--- config.mk ---
export PLATFORM = sky130hd
export DESIGN_NAME = rn_rename_top
export DESIGN_NICKNAME = d
export VERILOG_FILES = /design/src/rtl/rn_pkg.sv /design/src/rtl/rn_tag_fifo.sv /design/src/rtl/rn_map_table.sv /design/src/rtl/rn_ctrl_fsm.sv /design/src/rtl/rn_rename_top.sv
export SDC_FILE = /design/constraint.sdc
export NUM_CORES = 1
export LEC_CHECK = 0
export ABC_AREA = 1
export BUFFER_PORTS_ARGS = -buffer_cell sky130_fd_sc_hd__buf_2
export CAP_MARGIN = 5
export CORE_MARGIN = 2
export CORE_UTILIZATION = 35
export CTS_BUF_LIST = sky130_fd_sc_hd__clkbuf_8
export CTS_CLUSTER_DIAMETER = 100
export DETAILED_ROUTE_END_ITERATION = 7
export GPL_TIMING_DRIVEN = 0
export PLACE_DENSITY = 0.54
export SETUP_SLACK_MARGIN = 0.02
export SYNTH_ARGS = -nofsm -noshare
export SYNTH_HDL_FRONTEND = slang
export SYNTH_HIERARCHICAL = 1
export SYNTH_SLANG_ARGS = --single-unit
--- constraint.sdc ---
create_clock -name clk -period 2.5 [get_ports clk]
set_input_delay 0.375 -clock clk [delete_from_list [all_inputs] [get_ports clk]]
set_output_delay 0.375 -clock clk [all_outputs]
set_load 0.05 [all_outputs]
--- src/rtl/rn_pkg.sv ---
package rn_pkg;
    localparam int ARCH_REGS = 32;
    localparam int PHYS_REGS = 40;
    localparam int SRC_CNT   = 3;
    localparam int PRQ_DEPTH = 32;

    typedef enum logic [0:0] {
        ST_AVAIL   = 1'b0,
        ST_DRAINED = 1'b1
    } rn_state_e;
endpackage

--- src/rtl/rn_tag_fifo.sv ---
module rn_tag_fifo #(
    parameter int DEPTH     = 8,
    parameter int W         = 6,
    parameter int INIT_CNT  = 0,
    parameter int INIT_BASE = 0,
    localparam int PW = (DEPTH > 1) ? $clog2(DEPTH) : 1,
    localparam int CW = $clog2(DEPTH + 1)
) (
    input  logic          clk,
    input  logic          rst_n,
    input  logic          push_i,
    input  logic [W-1:0]  push_data_i,
    input  logic          pop_i,
    output logic [W-1:0]  head_o,
    output logic [CW-1:0] count_o
);
    logic [W-1:0]  mem [DEPTH];
    logic [PW-1:0] rd_ptr;
    logic [PW-1:0] wr_ptr;
    logic          is_empty;
    logic          is_full;
    logic          do_pop;
    logic          do_push;

    assign is_empty = (count_o == '0);
    assign is_full  = (count_o == CW'(DEPTH));
    assign do_pop   = pop_i && !is_empty;
    assign do_push  = push_i && (!is_full || do_pop);
    assign head_o   = mem[rd_ptr];

    function automatic logic [PW-1:0] bump(input logic [PW-1:0] p);
        return (p == PW'(DEPTH - 1)) ? '0 : p + PW'(1);
    endfunction

    always_ff @(posedge clk) begin
        if (!rst_n) begin
            for (int i = 0; i < DEPTH; i++) begin
                mem[i] <= (i < INIT_CNT) ? W'(INIT_BASE + i) : '0;
            end
            rd_ptr  <= '0;
            wr_ptr  <= PW'(INIT_CNT % DEPTH);
            count_o <= CW'(INIT_CNT);
        end else begin
            if (do_push) begin
                mem[wr_ptr] <= push_data_i;
                wr_ptr      <= bump(wr_ptr);
            end
            if (do_pop) begin
                rd_ptr <= bump(rd_ptr);
            end
            if (do_push && !do_pop) begin
                count_o <= count_o + CW'(1);
            end else if (do_pop && !do_push) begin
                count_o <= count_o - CW'(1);
            end
        end
    end
endmodule

--- src/rtl/rn_map_table.sv ---
module rn_map_table #(
    parameter int AREGS = 32,
    parameter int TW    = 6,
    parameter int NRD   = 4,
    localparam int AW = $clog2(AREGS)
) (
    input  logic              clk,
    input  logic              rst_n,
    input  logic [NRD*AW-1:0] rd_idx_i,
    output logic [NRD*TW-1:0] rd_tag_o,
    input  logic              we_i,
    input  logic [AW-1:0]     wr_idx_i,
    input  logic [TW-1:0]     wr_tag_i
);
    logic [TW-1:0] map_q [AREGS];

    for (genvar g = 0; g < NRD; g++) begin : g_rd
        assign rd_tag_o[g*TW +: TW] = map_q[rd_idx_i[g*AW +: AW]];
    end

    always_ff @(posedge clk) begin
        if (!rst_n) begin
            for (int i = 0; i < AREGS; i++) begin
                map_q[i] <= TW'(i);
            end
        end else if (we_i) begin
            map_q[wr_idx_i] <= wr_tag_i;
        end
    end
endmodule

--- src/rtl/rn_ctrl_fsm.sv ---
module rn_ctrl_fsm
    import rn_pkg::*;
(
    input  logic clk,
    input  logic rst_n,
    input  logic ren_valid_i,
    input  logic cmpl_i,
    input  logic fl_last_i,
    input  logic prq_nonempty_i,
    input  logic prq_full_i,
    output logic stall_o,
    output logic accept_o,
    output logic retire_o
);
    rn_state_e state_q;
    rn_state_e state_d;

    always_ff @(posedge clk) begin
        if (!rst_n) begin
            state_q <= ST_AVAIL;
        end else begin
            state_q <= state_d;
        end
    end

    always_comb begin
        stall_o  = (state_q == ST_DRAINED) || prq_full_i;
        accept_o = ren_valid_i && !stall_o;
        retire_o = cmpl_i && prq_nonempty_i;
    end

    always_comb begin
        state_d = state_q;
        unique case (state_q)
            ST_AVAIL: begin
                if (accept_o && fl_last_i && !retire_o) begin
                    state_d = ST_DRAINED;
                end
            end
            ST_DRAINED: begin
                if (retire_o) begin
                    state_d = ST_AVAIL;
                end
            end
            default: state_d = ST_AVAIL;
        endcase
    end
endmodule

--- src/rtl/rn_rename_top.sv ---
module rn_rename_top
    import rn_pkg::*;
#(
    parameter int NARCH = ARCH_REGS,
    parameter int NPHYS = PHYS_REGS,
    parameter int NSRC  = SRC_CNT,
    parameter int QDEP  = PRQ_DEPTH,
    localparam int AW     = $clog2(NARCH),
    localparam int TW     = $clog2(NPHYS),
    localparam int FL_DEP = NPHYS - NARCH,
    localparam int FL_CW  = $clog2(FL_DEP + 1),
    localparam int Q_CW   = $clog2(QDEP + 1),
    localparam int NRD    = NSRC + 1
) (
    input  logic             clk,
    input  logic             rst_n,
    input  logic             ren_valid_i,
    input  logic [AW-1:0]    ren_dst_i,
    input  logic [NSRC*AW-1:0] ren_src_i,
    input  logic             cmpl_i,
    output logic             stall_o,
    output logic             rn_valid_o,
    output logic [TW-1:0]    rn_dst_o,
    output logic [NSRC*TW-1:0] rn_src_o
);
    logic [NRD*AW-1:0] rd_idx;
    logic [NRD*TW-1:0] rd_tag;
    logic [TW-1:0]     fl_head;
    logic [FL_CW-1:0]  fl_count;
    logic [TW-1:0]     prq_head;
    logic [Q_CW-1:0]   prq_count;
    logic              accept;
    logic              retire;

    assign rd_idx = {ren_dst_i, ren_src_i};

    rn_map_table #(.AREGS(NARCH), .TW(TW), .NRD(NRD)) map_i (
        .clk      (clk),
        .rst_n    (rst_n),
        .rd_idx_i (rd_idx),
        .rd_tag_o (rd_tag),
        .we_i     (accept),
        .wr_idx_i (ren_dst_i),
        .wr_tag_i (fl_head)
    );

    rn_tag_fifo #(.DEPTH(FL_DEP), .W(TW), .INIT_CNT(FL_DEP), .INIT_BASE(NARCH)) free_i (
        .clk         (clk),
        .rst_n       (rst_n),
        .push_i      (retire),
        .push_data_i (prq_head),
        .pop_i       (accept),
        .head_o      (fl_head),
        .count_o     (fl_count)
    );

    rn_tag_fifo #(.DEPTH(QDEP), .W(TW), .INIT_CNT(0), .INIT_BASE(0)) prq_i (
        .clk         (clk),
        .rst_n       (rst_n),
        .push_i      (accept),
        .push_data_i (rd_tag[NSRC*TW +: TW]),
        .pop_i       (retire),
        .head_o      (prq_head),
        .count_o     (prq_count)
    );

    rn_ctrl_fsm ctrl_i (
        .clk            (clk),
        .rst_n          (rst_n),
        .ren_valid_i    (ren_valid_i),
        .cmpl_i         (cmpl_i),
        .fl_last_i      (fl_count == FL_CW'(1)),
        .prq_nonempty_i (prq_count != '0),
        .prq_full_i     (prq_count == Q_CW'(QDEP)),
        .stall_o        (stall_o),
        .accept_o       (accept),
        .retire_o       (retire)
    );

    always_ff @(posedge clk) begin
        if (!rst_n) begin
            rn_valid_o <= 1'b0;
            rn_dst_o   <= '0;
            rn_src_o   <= '0;
        end else begin
            rn_valid_o <= accept;
            if (accept) begin
                rn_dst_o <= fl_head;
                rn_src_o <= rd_tag[NSRC*TW-1:0];
            end
        end
    end
endmodule

==> out/results.tsv <==
metric	value	unit
clkLatencyLatePin	0.72	ns
cp_slowest_cell	fa_2	
cts_buffer_depth	3	
slew_violations	11	
syn_to_final_growth	15.6	%
violations	design-rule violations, max-capacitance violations, max-slew violations	
place.gp.congestion	1.05	
worstPathRequired	3.08	ns
synth_area_per_cell	7.34	µm²
drt_iter0_markers	3748	
synth_warnings	6	
drive_gt1_share	14.7	%
critPathMaxStageDelay	0.44	ns
wl_per_cell	25.4	µm
status	finished, violations left	
cts_tree	yes	
post-route-min-period	2.47	ns
ff2ff_path_depth	18	
dp_hpwl	98.9	mm
crit_path_end_kind	flip-flop	
setup.worst_path.start	prq_i/count_o[0]$_SDFFE_PN0P_	
layout_setup_ws	0.0260	ns
crit_top_cell	nor2_4	
cts_buffers	87	
fp.dieW	293	µm
timing_hold_violations_final	0	
rr_endpoint	free_i/count_o[1]$_SDFFE_PN0P_	
firstDrtPassIters	8	
reg2reg_slack	0.03	ns
fin_area	0.0338	mm²
dpl_cell_area	0.0308	mm²
yosysUniqueCellTypes	33	
dp_slack	-0.944	ns
io_pins	50	
combPwrFrac	35.0	%
ys_seq_elements	492	
wirelength	134	mm
power.leakage	14.6	nW
path_cells	nor2_4, nand2_2, nor2_4, nor2_4, clkinvlp_4, nor2_4, buf_12, buf_8, nor2_4, nand3_4, buf_8, nand2_4, inv_4, ha_4, inv_6, fa_2, o21ai_2, nor2_1	
endpoint	free_i/count_o[1]$_SDFFE_PN0P_	
internal_power	16.4	mW
grt_pass1_vias	26700	
initial_core_util	35.5	%
critical_path.max_fanout	4	
final_common_cell	nand2_1	
ir_drop	0.487	mV
setup_tns	0	ns
most-common-layout-cells	nand2_1, nand3_1, nor2_1	
clockRootBuffer	clkbuf_8	
hp-class	primary input to flip-flop	
worst_pin_slew	1.52	ns
path_clk_slew	0.07	ns
grtUsageTotal	30.7	%
overflow	0	
clkSinkCount	492	
p_sw	11.0	mW
setup_viol	0	
fin_skew	0.0496	ns
cts-htree-levels	3	
max_freq	404	MHz
rows	105	
syn_nets	4021	
switching_share	40.0	%
netlist_area	0.0292	mm²
vias_per_cell	5.51	
worst-setup-path-type	flip-flop to flip-flop	
path_delay_family	simple AND/OR/NAND/NOR gates	
slew_headroom	-1.24	%
vias	29000	
maxCapViolCount	1	
cp.depth	18	
startpoint_type	flip-flop	
p_seq_share	36.4	%
grt_max_degree	13	
drc	1	
synthCells	3976	
nets	4174	
port_buffers	43	
fin_crit_sh	99.0	%
core-area	0.0824	mm²
p_per_area	812	mW/mm²
antenna_found_initial	2	
clkPwrFrac	28.6	%
ant_nets	0	
rsz0062_at_grt	yes	
cp.arrival	3.05	ns
whs	0.118	ns
r2r-start	prq_i/count_o[0]$_SDFFE_PN0P_	
seq_area_frac_synth	48.5	%
dieArea	0.0858	mm²
grt_pass1_wl	189	mm
hp-start	ren_src_i[4]	
crit_buf_inv	6	
dieHeight	293	µm
[worst min path at each step]
stage / endpoint / slack, ns / cells past startpoint
after detailed placement: rn_src_o[13]$_SDFFE_PN0P_ / 0.46 / 2
after CTS: rn_src_o[4]$_SDFFE_PN0P_ / 0.07 / 7
final: rn_src_o[4]$_SDFFE_PN0P_ / 0.12 / 7
after floorplan: ctrl_i/state_q$_SDFF_PN0_ / 0.45 / 2
after global placement: rn_src_o[7]$_SDFFE_PN0P_ / 0.46 / 2
after global routing: rn_src_o[3]$_SDFFE_PN0P_ / 0.15 / 7
[final cells by class]
class	instances	area (µm²)
Tap cell	1070	1340
Timing Repair Buffer	64	394
Buffer	262	1680
Sequential cell	492	14200
Clock buffer	93	1280
Clock inverter	61	513
Antenna cell	3	7.51
Fill cell	8529	48600
Multi-Input combinational cell	3049	13600
Inverter	173	733
[synthesized netlist by cell type, drive strengths merged]
cell,count,area [µm²]
nand3,771,3880
nor2,485,1890
clkbuf,92,348
o21ai,40,200
dfxtp,60,1200
xor2,4,35.0
a21oi,20,104
nand2,1664,6250
nor3,26,145
buf,170,1100
fa,2,40.0
xnor2,1,8.76
inv,172,656
edfxtp,432,13000
clkinv,1,3.75
nand3b,2,15.0
ha,19,238
nand4,11,93.8
or2,4,25.0
[metrics by stage]
step	power, mW	instances	util [%]
after global routing	28.7	5266	41.0
after CTS	27.0	5259	40.4
after detailed placement	18.6	5089	37.4
after floorplan	15.0	3976	-
after global placement	18.6	5089	37.4
final	27.4	5267	41.0
[routing by layer]
metal / GRT usage [%] / share of wire [%]
met1: 40.7 / 40
met2: 46.8 / 43
met3: 8.14 / 11
met4: 13.9 / 5.2
met5: 0 / 0
[state kept, by name (all words and copies together), names as in the netlist, named ones only]
name	count
map_i/map_q	192
prq_i/mem	192
free_i/mem	48
rn_src_o	18
prq_i/count_o	6
rn_dst_o	6
prq_i/rd_ptr	5
prq_i/wr_ptr	5
free_i/count_o	4
free_i/rd_ptr	3
free_i/wr_ptr	3
ctrl_i/state_q	1
rn_valid_o	1
[cells by family (layout without fill, tap and decap cells)]
family | count (synthesis) | count (layout) | synth area share (%)
other | 0 | 3 | 0
adder cells (fa/ha/maj) | 21 | 21 | 0.951
AO/OA/AOI/OAI | 60 | 60 | 1.04
AND/OR/NAND/NOR | 2963 | 2963 | 42.1
flip-flops | 492 | 492 | 48.5
XOR/XNOR | 5 | 5 | 0.150
buffers and inverters | 435 | 653 | 7.22
[worst reg2reg max path: cells and delay by family, from the launching register on]
kind                       cells  cell delay (ns)
and+or+nand+nor                9             0.68
adders and majority gates      2             0.60
buffers and inverters          6             0.59
DFF                            1             0.36
AOI/OAI and AO/OA              1             0.14
[what timing repair did]
action	4_1_cts	5_1_grt
endpoints found under the hold margin	1	0
setup endpoints to repair	870	744
gates resized for setup	165	182
pin swaps	3	17
hold buffers	2	0
buffers inserted	14	6
[power by group through the flow]
stage / registers [mW] / logic [mW] / clock network [mW]
CTS: 9.94 / 8.97 / 8.06
finish: 9.98 / 9.58 / 7.84
detailed placement: 10.1 / 8.44 / 0
global placement: 10.1 / 8.44 / 0
floorplan: 10.2 / 4.89 / 0
global route: 10.0 / 10.2 / 8.40
No activity file was read; power rests on OpenSTA's default activity.
